===== src/rtl/lcc_pkg.sv =====
package lcc_pkg;

    typedef enum logic [1:0] {
        PH_IDLE  = 2'd0,
        PH_SHIFT = 2'd1,
        PH_GAP   = 2'd2,
        PH_LATCH = 2'd3
    } phase_e;

    // smallest number of cycles of length per_ns covering ns
    function automatic int ns_cycles(input int ns, input int per_ns);
        return (ns + per_ns - 1) / per_ns;
    endfunction

    function automatic int max3(input int a, input int b, input int c);
        int m;
        m = (a > b) ? a : b;
        return (m > c) ? m : c;
    endfunction

    // driver minimums in nanoseconds
    localparam int HALF_MIN_NS  = 25;
    localparam int STROBE_MIN_NS = 50;
    localparam int SETUP_MIN_NS  = 10;

endpackage


===== src/rtl/lcc_serializer.sv =====
module lcc_serializer #(
    parameter int W = 16
) (
    input  logic         clk,
    input  logic         rst,
    input  logic         load,
    input  logic         adv,
    input  logic [W-1:0] din,
    output logic         sout
);
    logic [W-1:0] sreg;

    always_ff @(posedge clk) begin
        if (rst) begin
            sreg <= '0;
        end else if (load) begin
            sreg <= din;
        end else if (adv) begin
            sreg <= {sreg[W-2:0], 1'b0};
        end
    end

    assign sout = sreg[W-1];
endmodule


===== src/rtl/lcc_sequencer.sv =====
module lcc_sequencer
    import lcc_pkg::*;
#(
    parameter int W     = 16,
    parameter int HALF  = 3,
    parameter int GAP   = 5,
    parameter int LATCH = 5
) (
    input  logic clk,
    input  logic rst,
    input  logic in_valid,
    output logic in_ready,
    output logic load,
    output logic adv,
    output logic sclk,
    output logic latch,
    output logic done
);
    localparam int MAXC = max3(HALF, GAP, LATCH);
    localparam int CW   = $clog2(MAXC + 1);
    localparam int BW   = (W > 1) ? $clog2(W) : 1;
    localparam logic [CW-1:0] H_LAST = CW'(HALF - 1);
    localparam logic [CW-1:0] G_LAST = CW'(GAP - 1);
    localparam logic [CW-1:0] L_LAST = CW'(LATCH - 1);
    localparam logic [BW-1:0] B_LAST = BW'(W - 1);

    phase_e        state;
    logic [CW-1:0] cnt;
    logic [BW-1:0] bitcnt;
    logic          sclk_q, latch_q, done_q;
    logic          cnt_last, last_bit;

    always_comb begin
        unique case (state)
            PH_SHIFT: cnt_last = (cnt == H_LAST);
            PH_GAP:   cnt_last = (cnt == G_LAST);
            PH_LATCH: cnt_last = (cnt == L_LAST);
            default:  cnt_last = 1'b0;
        endcase
    end

    assign last_bit = (bitcnt == B_LAST);
    assign in_ready = (state == PH_IDLE);
    assign load     = in_ready && in_valid;
    assign adv      = (state == PH_SHIFT) && cnt_last && sclk_q && !last_bit;

    always_ff @(posedge clk) begin
        if (rst) begin
            state   <= PH_IDLE;
            cnt     <= '0;
            bitcnt  <= '0;
            sclk_q  <= 1'b0;
            latch_q <= 1'b0;
            done_q  <= 1'b0;
        end else begin
            done_q <= 1'b0;
            unique case (state)
                PH_IDLE: begin
                    if (load) begin
                        state  <= PH_SHIFT;
                        cnt    <= '0;
                        bitcnt <= '0;
                        sclk_q <= 1'b0;
                    end
                end
                PH_SHIFT: begin
                    if (cnt_last) begin
                        cnt    <= '0;
                        sclk_q <= ~sclk_q;
                        if (sclk_q) begin
                            if (last_bit) state <= PH_GAP;
                            else          bitcnt <= bitcnt + BW'(1);
                        end
                    end else begin
                        cnt <= cnt + CW'(1);
                    end
                end
                PH_GAP: begin
                    if (cnt_last) begin
                        cnt     <= '0;
                        latch_q <= 1'b1;
                        state   <= PH_LATCH;
                    end else begin
                        cnt <= cnt + CW'(1);
                    end
                end
                PH_LATCH: begin
                    if (cnt_last) begin
                        cnt     <= '0;
                        latch_q <= 1'b0;
                        done_q  <= 1'b1;
                        state   <= PH_IDLE;
                    end else begin
                        cnt <= cnt + CW'(1);
                    end
                end
                default: state <= PH_IDLE;
            endcase
        end
    end

    assign sclk  = sclk_q;
    assign latch = latch_q;
    assign done  = done_q;
endmodule


===== src/rtl/led_chain_ctrl.sv =====
module led_chain_ctrl
    import lcc_pkg::*;
#(
    parameter int N_DEV      = 2,
    parameter int CH_PER_DEV = 8,
    parameter int SYS_NS     = 10,
    parameter int HALF_CYC   = 3,
    parameter int GAP_CYC    = 5,
    parameter int LATCH_CYC  = 5
) (
    input  logic                        clk,
    input  logic                        rst,
    input  logic                        frame_valid,
    output logic                        frame_ready,
    input  logic [N_DEV*CH_PER_DEV-1:0] frame_data,
    input  logic                        blank_in,
    output logic                        sdata,
    output logic                        sclk,
    output logic                        latch,
    output logic                        oe_n,
    output logic                        done
);
    localparam int FRAME_W = N_DEV * CH_PER_DEV;

    // elaboration-time timing guard
    if (HALF_CYC < ns_cycles(HALF_MIN_NS, SYS_NS) ||
        HALF_CYC < ns_cycles(SETUP_MIN_NS, SYS_NS)) begin : g_bad_half
        $error("shift clock half period too short for the drivers");
    end
    if (GAP_CYC < ns_cycles(STROBE_MIN_NS, SYS_NS)) begin : g_bad_gap
        $error("gap before strobe too short for the drivers");
    end
    if (LATCH_CYC < ns_cycles(STROBE_MIN_NS, SYS_NS)) begin : g_bad_latch
        $error("strobe width too short for the drivers");
    end

    logic load, adv, oe_q;

    lcc_sequencer #(
        .W     (FRAME_W),
        .HALF  (HALF_CYC),
        .GAP   (GAP_CYC),
        .LATCH (LATCH_CYC)
    ) u_seq (
        .clk      (clk),
        .rst      (rst),
        .in_valid (frame_valid),
        .in_ready (frame_ready),
        .load     (load),
        .adv      (adv),
        .sclk     (sclk),
        .latch    (latch),
        .done     (done)
    );

    lcc_serializer #(
        .W (FRAME_W)
    ) u_ser (
        .clk  (clk),
        .rst  (rst),
        .load (load),
        .adv  (adv),
        .din  (frame_data),
        .sout (sdata)
    );

    always_ff @(posedge clk) begin
        if (rst) oe_q <= 1'b1;
        else     oe_q <= blank_in;
    end

    assign oe_n = oe_q;
endmodule


===== config.mk =====
export PLATFORM = sky130hd
export DESIGN_NAME = led_chain_ctrl
export DESIGN_NICKNAME = d
export VERILOG_FILES = /design/src/rtl/lcc_pkg.sv /design/src/rtl/lcc_serializer.sv /design/src/rtl/lcc_sequencer.sv /design/src/rtl/led_chain_ctrl.sv
export SDC_FILE = /design/constraint.sdc
export NUM_CORES = 1
export LEC_CHECK = 0
export ABC_CLOCK_PERIOD_IN_PS = 4300
export BUFFER_PORTS_ARGS = -buffer_cell sky130_fd_sc_hd__buf_2
export CORE_ASPECT_RATIO = 1.4
export CORE_MARGIN = 2
export CORE_UTILIZATION = 58
export CTS_CLUSTER_SIZE = 14
export DETAILED_ROUTE_END_ITERATION = 10
export GPL_ROUTABILITY_DRIVEN = 0
export GPL_TIMING_DRIVEN = 0
export PLACE_DENSITY = 0.79
export SYNTH_ARGS = -nofsm -noshare
export SYNTH_HDL_FRONTEND = slang
export SYNTH_SLANG_ARGS = --single-unit

===== constraint.sdc =====
create_clock -name clk -period 4.3 [get_ports clk]
set_clock_uncertainty 0.15 [all_clocks]
set_input_delay 0.43 -clock clk [delete_from_list [all_inputs] [get_ports clk]]
set_output_delay 0.43 -clock clk [all_outputs]
set_load 0.005 [all_outputs]

==> results.md, run 1 <==
- The flow ran to the end, and the final reports show no timing, DRC or antenna violations.
- The tightest slew margin relative to the limit is 0.612.
- The class of the tightest hold or removal check is in2reg.
- Detailed routing placed a total of 132 um of wire on met3.
- The power density normalized to cell area is 530 nW/um^2.
- The number of iterations in the first detailed-routing pass is 5.
- Wires add up to 3.43 mm.
- The violation count after the first detailed-route iteration is 48.
- The wire-length estimate of the detail-placed layout is 2.57 mm.
- The repair_antennas step left the layout with diodes totalling 0.
- The async set-reset flop share out of synthesis is 0.
- The TritonCTS clock tree is yes.
- The later pin in the worst-skew pair is clocked with a latency of 0.34 ns.
- After detailed routing, the number of remaining DRC violations is 0.
- The time the worst path needs with I/O delays and setup is 2.53 ns.
- The number of global-route vias before repair is 1340.
- The fraction of power consumed by the clock network is 0.180.
- The peak supply drop is 0.392 mV.
- The initial core utilization is 0.613.
- The post-CTS setup buffer count is 0.
- Clock tree synthesis inserted a total of 5 buffers.
- The number of sinks on the clock net is 29.
- After routing the design area is 1690 sq um.
- The initial antenna violation count was 0.
- For this run, the number of Yosys warnings is 0.
- The post-synthesis average cell area is 8.15 sq um.
- The primary flip-flop cell chosen by synthesis mapping is sky130_fd_sc_hd__dfxtp_1.
- Of the cells placed in the final design, the portion with a size suffix greater than 1 is 0.183.
- The overall power is 0.894 mW.
- The static power due to leakage is 0.661 nW.
- The critical path goes through inv_1, ha_1, or3b_1, and2b_1, a32o_1, buf_4, nor2_1, a311oi_1.
- The number of nets in the layout is 239.
- Wire segments on met2 add up to 1.79 mm in the final route.
- Of the total power, the share spent switching nets is 0.419.
- Along the worst path, the maximum fanout reaches 10.
- In this run the top signal layer used is met4.
- Synthesis handed over a netlist of 180 instances.
- The root buffer cell chosen for the clock tree is sky130_fd_sc_hd__clkbuf_4.
- The maximum clock path buffer count is 2.
- Max-cap violations in this run came to 0.
- Setup violations remaining at the end of the flow were counted as 0.
- The cell taking the most area after synthesis is sky130_fd_sc_hd__dfxtp_1.
- The netlist area before placement is 1470 sq um.
- The post-cts resize count is 0.
- Once routing completed, OpenROAD measured the worst setup slack at 1.77 ns.
- The count of final hold-check violations came to 0.
- Leaving out fill and tap cells, the most frequent cell in the layout is sky130_fd_sc_hd__dfxtp_1.
- The number of pins with negative max-slew slack in the final report is 0.
- The total area of multi-input combinational cells is 813 sq um.
- The antenna violation net count after detailed routing is 0.
- The length of routed wiring on met1 is 1.40 mm.
- Summed over all nets, the switching power comes to 0.375 mW.
- The worst setup timing slack at the placement stage is 1.83 ns.
- The largest single stage delay on the critical path is 0.39 ns.
- STA puts the critical path data arrival time at 2.61 ns.
- The final global-route overflow total is 0.
- The kind of end point of the critical path is a flop.
- The register area share after synthesis is 0.396.
- In the routed layout, each cell is associated on average with a via count of 5.80.
- The maximum number of pins on one net before global-route repair is 11.
- The routed length per instance is 13.9 um.
- The share of synthesized area in the top cell type comes to 0.396.
- After floorplanning, the core was sized to cover 2390 sq um.
- By startpoint and endpoint, the worst setup path is classified as reg2reg.
- Of the available clock period, the critical path in the final layout requires 0.589.
- The required time at the endpoint of the critical path is 4.38 ns.
- The die outline area is 2950 sq um.
- After clock tree synthesis, the clock-pin slew on the worst setup and hold paths is 0.09 ns.
- In the final layout, flip-flops and latches occupy 581 sq um.
- Ranked by total cell area, the synthesized netlist is headed by sky130_fd_sc_hd__dfxtp_1, sky130_fd_sc_hd__a311oi_1, sky130_fd_sc_hd__nand3_1.
- The internal portion of the total power is 0.519 mW.
- In this run, synthesis produced a sequential element count of 29.
- Derived from the worst setup path, the maximum achievable clock frequency is 395 MHz.
- Measured along the x axis, the die boundary spans 46.5 um.
- The element type at the critical path start is a flop.
- The count of hold-fix buffers inserted at cts is 0.
- The depth of the CTS H-tree is 2.
- Among cell families on the critical path, the largest total delay comes from simple AND/OR/NAND/NOR gates.
- Setup repair after global routing left no endpoint under its margin.
- The register share of total power is 0.402.
- In this run, synthesis inferred 0 flip-flops with an integrated enable.
- The number of different library cells used by synthesis comes to 37.
- From synthesis to final layout, the design area changed by 14.9%.
- The number of rows in the core area is 21.
- In the layout the commonest cells are sky130_fd_sc_hd__dfxtp_1, sky130_fd_sc_hd__buf_2, sky130_fd_sc_hd__nor2_1, sky130_fd_sc_hd__nand2_1, sky130_fd_sc_hd__nand3_1.
- The cell area reported after detailed placement is 1630 sq um.
- After routing, the total negative slack on setup checks comes to 0 ns.
- The number of buffers and inverters on the critical path is 2.
- 26 I/O pins were placed.
- For the pin with the worst max-slew slack, the measured transition is 0.576 ns.
- The first global-routing pass estimated 5.74 mm of wire.
- Of the total power, combinational logic draws 0.418.
- The fill cell instance count of the final layout is 215.
- The highest-delay cell along the critical path is sky130_fd_sc_hd__or3b_1.
- The routed via count is 1433.
- In the global route stage, overall resource usage came out at 0.267.
- The die boundary height is 63.5 um.
- Counting every net in the synthesized netlist gives 207.
- Final hold analysis gives a worst-case slack of 0.122 ns.
- The total of buffers placed on input and output ports is 25.
[registers in the layout, summed over array words and instances (netlist names)]
register	cells
u_ser.sreg	16
u_seq.done	1
oe_n	1
u_seq.bitcnt	4
u_seq.latch	1
u_seq.state	2
u_seq.sclk	1
u_seq.cnt	3
[synthesized netlist by cell type, drive strengths merged, types with 3 or more instances]
library cell  number
clkbuf             8
ha                 7
inv                6
a21oi              7
o21ai              9
nor2              25
nand3             19
buf                3
a311oi            15
dfxtp             29
nand2             23
[worst paths after layout]
path	start	to	slack, ns	cells after the start
setup / recovery	u_seq.state[0]$_SDFFE_PP0P_	u_ser.sreg[2]$_SDFFE_PP0P_	1.77	8
hold / removal	blank_in	oe_n$_SDFF_PP1_	0.12	2
setup reg to reg	u_seq.state[0]$_SDFFE_PP0P_	u_ser.sreg[2]$_SDFFE_PP0P_	1.77	8
hold reg to reg	u_ser.sreg[3]$_SDFFE_PP0P_	u_ser.sreg[4]$_SDFFE_PP0P_	0.33	2
[metrics by stage]
step,util,cells
2_1_floorplan,-,180
3_3_place_gp,0.683,239
3_5_place_dp,0.683,239
4_1_cts,0.705,247
5_1_grt,0.705,247
6_report,0.705,247
[power groups by stage]
stage / Combinational [mW] / Sequential, mW / Clock, mW
detailed placement: 0.372 / 0.364 / 0
finish: 0.374 / 0.359 / 0.161
CTS: 0.372 / 0.359 / 0.162
floorplan: 0.279 / 0.356 / 0
global route: 0.427 / 0.365 / 0.177
global placement: 0.352 / 0.361 / 0
[kinds of logic after synthesis]
kind of cell | synth area share
adder cells (fa/ha/maj) | 0.0597
multiplexers | 0.00683
flip-flops | 0.396
AO/OA/AOI/OAI | 0.210
AND/OR/NAND/NOR | 0.278
buffers and inverters | 0.0495
[area by class of cell]
cell class,count,area share
sequential,29,0.344
inverter,6,0.0134
clock inverter,2,0.00594
clock buffer,6,0.0245
tap,34,0.0252
timing repair buffer,25,0.0742
buffer,11,0.0297
multi-input combinational,134,0.483
[metal layers]
layer | vias to the layer above | GRT usage
li1 | 716 | -
met1 | 668 | 0.292
met2 | 38 | 0.450
met3 | 11 | 0.0516
met4 | 0 | 0.154
met5 | - | 0
[worst register-to-register path: stages, from the launching register on]
cell and delay [ns]:
sky130_fd_sc_hd__dfxtp_1 0.37, sky130_fd_sc_hd__inv_1 0.10, sky130_fd_sc_hd__ha_1 0.30, sky130_fd_sc_hd__or3b_1 0.40
sky130_fd_sc_hd__and2b_1 0.30, sky130_fd_sc_hd__a32o_1 0.25, sky130_fd_sc_hd__buf_4 0.19, sky130_fd_sc_hd__nor2_1 0.06
sky130_fd_sc_hd__a311oi_1 0.31
(Power assumes the default switching activity.)
==> run 2: changes to the inputs <==
- ABC_CLOCK_PERIOD_IN_PS: 4300 -> 2350
- CORE_UTILIZATION: 58 -> 54
- PLACE_DENSITY: 0.79 -> 0.74
- clock period: 4.3 -> 2.35 ns (I/O delays scaled with it)
==> run 2 against run 1 <==
Effect of this change: final cell count rose by 1.6%; cell area up 2.6%; first-iteration DRC count is 21% lower; power grew 86%; largest cell class unchanged.
==> results.md, run 2 (synthesized netlist as in run 1, its figures left out) <==
- The arrival time at the worst endpoint is 2.35 ns (-0.26 ns).
- The global-route wire length before repair was 5.61 mm (-2.3%).
- The clock slew seen by the registers of the worst setup and hold paths was 0.09 ns (about the same).
- The number of clock buffers inserted by TritonCTS came to 5 (unchanged).
- The share of the core filled with cells is 0.661 (-0.0436).
- The worst-path maximum fanout was 10 (unchanged).
- The core outline area is 2620 sq um (+9.4%).
- The post-detailed-route via-to-cell ratio is 5.71 (-1.5%).
- The count of endpoints failing setup in the final report is 0 (unchanged).
- The maximum clock path buffer count came to 2 (unchanged).
- The detailed-placement wirelength estimate is 2.53 mm (-1.6%).
- The path with the worst hold slack has its endpoint at u_ser.sreg[15]$_SDFFE_PP0P_.
- The depth of the CTS H-tree was 2 (unchanged).
- The number of iterations in the first detailed-routing pass is 4 (-1).
- The highest clock rate came to 445 MHz (+13%).
- Among cell families on the critical path, the largest total delay comes from compound AO/OA/AOI/OAI gates.
- The overall power is 1.66 mW (+86%).
- The final period utilization is 0.957 (+0.369).
- The number of nets in the layout is 242 (+1.3%).
- The count of boundary I/O pins is 26 (unchanged).
- The routed via count was 1434 (+0.070%).
- The required time at the endpoint of the critical path is 2.45 ns (-1.93 ns).
- The max-capacitance violation count is 0 (unchanged).
- The register with the highest flop count is u_ser.sreg.
- The delay of the slowest critical-path stage is 0.50 ns (+0.11 ns).
- The total of buffers placed on input and output ports is 25 (unchanged).
- The switching power share of the total is 0.405 (-0.0140).
- The flip-flop count of the largest register after layout is 16 (unchanged).
- The power density normalized to cell area came to 961 nW/um^2 (+81%).
- The depth of the worst register-to-register path was 8 (unchanged).
- Setup repair after global routing could not meet its margin everywhere.
- The time the worst path needs with I/O delays and setup is 2.25 ns (-0.281 ns).
- The antenna diode instance count is 0 (unchanged).
- The root buffer selected by CTS is sky130_fd_sc_hd__clkbuf_4.
- The number of sinks on the clock net is 29 (unchanged).
- The final global-route overflow total came to 0 (unchanged).
- The violation count after the first detailed-route iteration is 38 (-21%).
- The static power due to leakage was 0.678 nW (+2.7%).
- The register share of total power came to 0.397 (-0.005).
- The switching power of the nets is 0.673 mW (+80%).
- The proportion of power drawn by combinational gates is 0.412 (-0.006).
- The routed length per instance is 13.3 um (-4.5%).
- The kind of end point of the critical path is a flop.
- The flop-to-flop setup slack is 0.10 ns (-1.67 ns).
- The number of remaining DRC errors is 0 (unchanged).
- The number of pins with negative max-slew slack in the final report came to 0 (unchanged).
- In this run the worst hold path is classified as in2reg.
- The initial core utilization is 0.561 (-0.0525).
- The fraction of power consumed by the clock network is 0.191 (+0.011).
- The end of the worst register-to-register path is u_ser.sreg[14]$_SDFFE_PP0P_.
- The largest individual stage delay along the critical path comes from the cell sky130_fd_sc_hd__or4b_4.
- The flow ran to the end, and the final reports show no timing, DRC or antenna violations.
- The transition time at the pin with the least slew margin is 0.506 ns (-0.0692 ns).
- The global router's overall resource usage was 0.253 (-0.0144).
- The area taken by flip-flops and latches was 582 sq um (+0.22%).
- Traced cell by cell, the critical path runs through inv_1, ha_2, or4b_4, o21ai_4, a32o_2, buf_4, nor2_1, a311oi_1.
- The worst hold path begins at frame_data[15].
- The tightest slew margin relative to the limit came to 0.659 (+0.0467).
- Leaving out fill and tap cells, the most frequent cells in the layout are sky130_fd_sc_hd__dfxtp_1, sky130_fd_sc_hd__buf_2, sky130_fd_sc_hd__nor2_1, sky130_fd_sc_hd__nand2_1, sky130_fd_sc_hd__nand3_1.
- The floorplan die width came to 48.0 um (+3.3%).
- The sum of buffers and inverters on the critical path is 2 (unchanged).
- The peak supply drop is 0.583 mV (+49%).
- The maximum number of pins on one net before global-route repair is 11 (unchanged).
- The die boundary height was 65.7 um (+3.4%).
- The initial antenna violation count was 0 (unchanged).
- STA classifies the critical path startpoint as a flop.
- The internal portion of total power is 0.988 mW (+90%).
- The TritonCTS clock tree is yes.
- The library cell used most frequently in the layout, excluding fill and tap cells, is sky130_fd_sc_hd__dfxtp_1.
- The die outline area is 3150 sq um (+6.8%).
- The count of final hold-check violations is 0 (unchanged).
- The fill cell instance count of the final layout is 235 (+9.3%).
- The worst register-to-register path begins at u_seq.state[0]$_SDFFE_PP0P_.
- The fraction of layout cells with a size suffix above 1 is 0.209 (+0.0262).
- The number of cells traversed by the worst hold path came to 3 (+1).
- The antenna violation net count after detailed routing came to 0 (unchanged).
- Compared with the post-synthesis result, the final layout area differs by 17.9%.
- The final routed wirelength across all metal layers came to 3.33 mm (-2.9%).
- The number of global-route vias before repair is 1386 (+3.4%).
- The total area of multi-input combinational cells is 821 sq um (+0.92%).
- By startpoint and endpoint, the worst setup path is classified as reg2reg.
- The number of rows in the core area is 22 (+4.8%).
- In the final layout, the registers with the most flip-flops are u_ser.sreg (16), u_seq.bitcnt (4), u_seq.cnt (3).
- The clock latency reported for the late side of the worst-skew pair was 0.34 ns (about the same).
[run 2: changes by cell type in the layout (fill, tap and decap cells not counted), sizes merged]
cell,change
clkinv,-2
buf,+1
clkbuf,+1
dlygate4sd3,+2
[run 2: worst max-delay path by stage]
stage                                    to  slack, ns  cells past startpoint                        start
2_1_floorplan  u_seq.bitcnt[3]$_SDFFE_PP0P_       0.12                      7  u_seq.state[0]$_SDFFE_PP0P_
5_1_grt          u_ser.sreg[7]$_SDFFE_PP0P_      -0.01                      8  u_seq.state[1]$_SDFFE_PP0P_
3_5_place_dp    u_ser.sreg[14]$_SDFFE_PP0P_      -0.06                      8  u_seq.state[0]$_SDFFE_PP0P_
3_3_place_gp    u_ser.sreg[14]$_SDFFE_PP0P_     -0.001                      8  u_seq.state[0]$_SDFFE_PP0P_
6_report        u_ser.sreg[14]$_SDFFE_PP0P_       0.10                      8  u_seq.state[0]$_SDFFE_PP0P_
4_1_cts         u_ser.sreg[14]$_SDFFE_PP0P_       0.01                      8  u_seq.state[0]$_SDFFE_PP0P_
[run 2: timing repair]
| item | in CTS | in global routing |
|---|---|---|
| setup endpoints to repair | 16 | 16 |
| resized for setup | 3 | 4 |
| buffers inserted | 1 | 0 |
| pin swaps | 1 | 4 |
| hold buffers | 2 | 0 |
| hold endpoints to repair | 2 | 0 |
[run 2: power by group through the flow]
stage          combinational [mW]  sequential, mW  clock, mW
3_3_place_gp                0.646           0.663          0
6_report                    0.685           0.660      0.317
2_1_floorplan               0.510           0.651          0
3_5_place_dp                0.669           0.667          0
4_1_cts                     0.681           0.656      0.327
5_1_grt                     0.772           0.669      0.343
[run 2: through the flow]
step | hold WS [ns] | setup WS (ns) | TNS (ns) | instances | cell area (sq um)
5_1_grt | 0.0356 | -0.0139 | -0.0214 | 251 | 1730
2_1_floorplan | 0.187 | 0.123 | 0 | 180 | 1470
3_3_place_gp | 0.268 | -0.00122 | -0.00122 | 241 | 1640
4_1_cts | 0.0167 | 0.0141 | 0 | 251 | 1720
6_report | 0.0273 | 0.101 | 0 | 251 | 1730
3_5_place_dp | 0.282 | -0.0598 | -0.230 | 241 | 1640
[run 2: cell type report]
type | count | area share
Timing Repair Buffer | 28 | 0.0883
Sequential cell | 29 | 0.336
Tap cell | 36 | 0.0260
Clock buffer | 7 | 0.0318
Inverter | 6 | 0.0130
Multi-Input combinational cell | 134 | 0.475
Buffer | 11 | 0.0297
[run 2: layer usage]
metal | wire (um) | track usage | vias up
met3 | 134 | 0.0495 | 6
li1 | - | - | 717
met2 | 1800 | 0.443 | 33
met5 | 0 | 0 | -
met4 | 69 | 0.172 | 0
met1 | 1330 | 0.244 | 678
[run 2: tightest hold or removal path, stage by stage]
cell and delay, ns:
sky130_fd_sc_hd__buf_2 0.10, sky130_fd_sc_hd__nand3_1 0.07, sky130_fd_sc_hd__a311oi_1 0.08
==> run 3: changes to the inputs <==
- CORE_UTILIZATION: 54 -> 47
- PLACE_DENSITY: 0.74 -> 0.66
==> run 3 against run 2 <==
Effect of this change: fmax increased by 0.82%; clock power is 28% higher; register-to-register slack better by 0.02 ns; via count is 2.9% higher; global-route usage is 2.6 points lower; power rose by 7.9%; first-iteration DRC count is 32% higher; critical path depth fell by 1; sequential share of layout area is 0.67 points lower; cell area up 2.2%; non-clock buffer count fell by 2; sequential power about the same; highest routed layer unchanged.
==> results.md, run 3 (synthesized netlist as in run 1, its figures left out) <==
- The area overhead of the layout relative to synthesis is 20.6%.
- The count of final hold-check violations is 0 (unchanged).
- In this run the most critical hold path is launched from rst.
- The root buffer selected by CTS is sky130_fd_sc_hd__clkbuf_8.
- The number of iterations in the first detailed-routing pass is 4 (unchanged).
- The tightest slew margin relative to the limit came to 0.652 (-0.00653).
- The smallest hold slack is 0.0497 ns (+0.0224 ns).
- TritonCTS built the clock tree.
- The global-route wire length before repair is 6.15 mm (+9.7%).
- The register with the highest flop count is u_ser.sreg.
- The number of clock buffers inserted by TritonCTS came to 5 (unchanged).
- The share of the core filled with cells is 0.583 (-0.0783).
- The beginning of the worst register-to-register path is u_seq.state[1]$_SDFFE_PP0P_.
- The maximum number of pins on one net before global-route repair is 11 (unchanged).
- The largest registers in the layout are u_ser.sreg (16), u_seq.bitcnt (4), u_seq.cnt (3).
- The die outline area is 3590 sq um (+14%).
- The critical path starts at u_seq.state[1]$_SDFFE_PP0P_.
- The flip-flop count of the largest register after layout was 16 (unchanged).
- The aggregate negative setup slack is 0 ns (unchanged).
- The violation count after the first detailed-route iteration is 50 (+32%).
- The number of remaining DRC errors is 0 (unchanged).
- Setup repair after global routing left no endpoint under its margin.
- The routed length per instance is 14.5 um (+9.2%).
- The post-detailed-route via-to-cell ratio came to 5.83 (+2.1%).
- The highest clock rate is 448 MHz (+0.82%).
- The kind of end point of the critical path is a flop.
- The tightest min-delay check is of the in2reg type.
- The fraction of layout cells with a size suffix above 1 is 0.224 (+0.0150).
- The arrival time at the worst endpoint was 2.30 ns (-0.05 ns).
- The number of sinks on the clock net came to 29 (unchanged).
- The class of the most critical setup path is reg2reg.
- The static power due to leakage is 0.687 nW (+1.3%).
- The final routed wirelength across all metal layers is 3.66 mm (+10%).
- In the layout the commonest cells are sky130_fd_sc_hd__dfxtp_1, sky130_fd_sc_hd__buf_2, sky130_fd_sc_hd__nor2_1, sky130_fd_sc_hd__nand2_1, sky130_fd_sc_hd__nand3_1.
- The total area of multi-input combinational cells is 831 sq um (+1.2%).
- The kind of cell adding the most delay to the critical path is simple AND/OR/NAND/NOR gates.
- The number of global-route vias before repair was 1375 (-0.79%).
- Leaving out fill and tap cells, the most frequent cell in the layout is sky130_fd_sc_hd__dfxtp_1.
- The clock slew seen by the registers of the worst setup and hold paths is 0.07 ns (-0.02 ns).
- The antenna violation net count after detailed routing came to 0 (unchanged).
- The final global-route overflow total came to 0 (unchanged).
- The transition time at the pin with the least slew margin was 0.516 ns (+0.00970 ns).
- The die boundary height is 70.1 um (+6.8%).
- The initial core utilization is 0.483 (-0.0773).
- The initial antenna violation count is 0 (unchanged).
- The routed via count is 1476 (+2.9%).
- The fill cell instance count of the final layout came to 279 (+19%).
- The detailed-placement wirelength estimate is 2.62 mm (+3.5%).
- The number of nets in the layout is 240 (-0.83%).
- The highest-delay cell along the critical path is sky130_fd_sc_hd__or4_1.
- The global router's overall resource usage was 0.227 (-0.0256).
- The number of rows in the core area came to 24 (+9.1%).
- The required time at the endpoint of the critical path is 2.42 ns (-0.03 ns).
- The time the worst path needs with I/O delays and setup is 2.23 ns (-0.0183 ns).
- The overall power came to 1.79 mW (+7.9%).
- The delay of the slowest critical-path stage is 0.51 ns (about the same).
- The sum of buffers and inverters on the critical path is 1 (-1).
- The max-capacitance violation count came to 0 (unchanged).
- The peak supply drop was 0.591 mV (+1.3%).
- The total of buffers placed on input and output ports was 25 (unchanged).
- The floorplan die width is 51.2 um (+6.6%).
- The number of pins with negative max-slew slack in the final report is 0 (unchanged).
- The clock latency reported for the late side of the worst-skew pair is 0.29 ns (-0.05 ns).
- The core outline area was 3030 sq um (+16%).
- The count of endpoints failing setup in the final report is 0 (unchanged).
- The antenna diode instance count was 0 (unchanged).
- The placed instance count is 244 (+1.2%).
- The signal on the critical path passes through inv_1, ha_4, or3b_1, and2b_2, nand2_4, or4_1, a31oi_1.
- The count of boundary I/O pins is 26 (unchanged).
- The depth of the CTS H-tree is 2 (unchanged).
- The area taken by flip-flops and latches came to 583 sq um (+0.22%).
- The flow ran to the end, and the final reports show no timing, DRC or antenna violations.
- The worst-path maximum fanout is 7 (-3).
- The maximum clock path buffer count came to 2 (unchanged).
- STA classifies the critical path startpoint as a flop.
- The final period utilization is 0.949 (-0.00779).
- The number of cells in the finished layout apart from fillers came to 253 (+0.80%).
- The power density normalized to cell area came to 1010 nW/um^2 (+5.5%).
==> run 3: cell types whose count changed in the layout (fill, tap and decap cells not counted), moves of 2 or more <==
cell	before	now
sky130_fd_sc_hd__buf_4	3	1
sky130_fd_sc_hd__buf_6	0	2
sky130_fd_sc_hd__clkbuf_4	5	0
sky130_fd_sc_hd__clkbuf_8	1	5
sky130_fd_sc_hd__clkinv_2	0	2
==> run 3: area by class of cell <==
type,instances,share of cell area
Inverter,6,0.0127
Tap cell,39,0.0276
Sequential cell,29,0.330
Timing Repair Buffer,27,0.0807
Clock inverter,3,0.00991
Multi-Input combinational cell,134,0.470
Buffer,10,0.0304
Clock buffer,5,0.0389
==> run 3: worst paths after layout <==
check / to / slack, ns / depth (start not counted)
max: u_seq.bitcnt[3]$_SDFFE_PP0P_ / 0.12 / 7
min: u_seq.state[0]$_SDFFE_PP0P_ / 0.05 / 2
max reg2reg: u_seq.bitcnt[3]$_SDFFE_PP0P_ / 0.12 / 7
min reg2reg: u_ser.sreg[13]$_SDFFE_PP0P_ / 0.33 / 2
==> run 3: layer usage <==
| metal | global-route usage | vias to the layer above | share of wire |
|---|---|---|---|
| met4 | 0.117 | 0 | 0.023 |
| met1 | 0.238 | 701 | 0.39 |
| met3 | 0.0598 | 9 | 0.057 |
| met5 | 0 | - | 0 |
| li1 | - | 716 | - |
| met2 | 0.401 | 50 | 0.53 |
==> run 3: repair_timing <==
item | in CTS | in global routing
hold buffers | 1 | 0
pin swaps | 1 | 5
buffers inserted | 1 | 0
gates resized for setup | 2 | 8
hold endpoints to repair | 1 | 0
endpoints found under the setup margin | 16 | 19
==> run 3: where the power goes <==
| group | switching (mW) | internal (mW) | leakage (nW) |
|---|---|---|---|
| clock | 0.203 | 0.204 | 0.0439 |
| sequential | 0.0647 | 0.598 | 0.238 |
| combinational | 0.453 | 0.271 | 0.405 |
| total | 0.721 | 1.07 | 0.687 |
==> run 3: worst register-to-register path, stage by stage, from the launching register on <==
cell and delay (ns):
sky130_fd_sc_hd__dfxtp_2 0.34, sky130_fd_sc_hd__inv_1 0.10, sky130_fd_sc_hd__ha_4 0.20, sky130_fd_sc_hd__or3b_1 0.37, sky130_fd_sc_hd__and2b_2 0.27, sky130_fd_sc_hd__nand2_4 0.07, sky130_fd_sc_hd__or4_1 0.51, sky130_fd_sc_hd__a31oi_1 0.16
==> run 3: metrics by stage <==
step	worst slack, ns	cell area [sq um]
floorplan	0.123	1470
global placement	-0.00666	1640
detailed placement	-0.0561	1640
CTS	0.00844	1750
global route	0.0107	1770
finish	0.119	1770
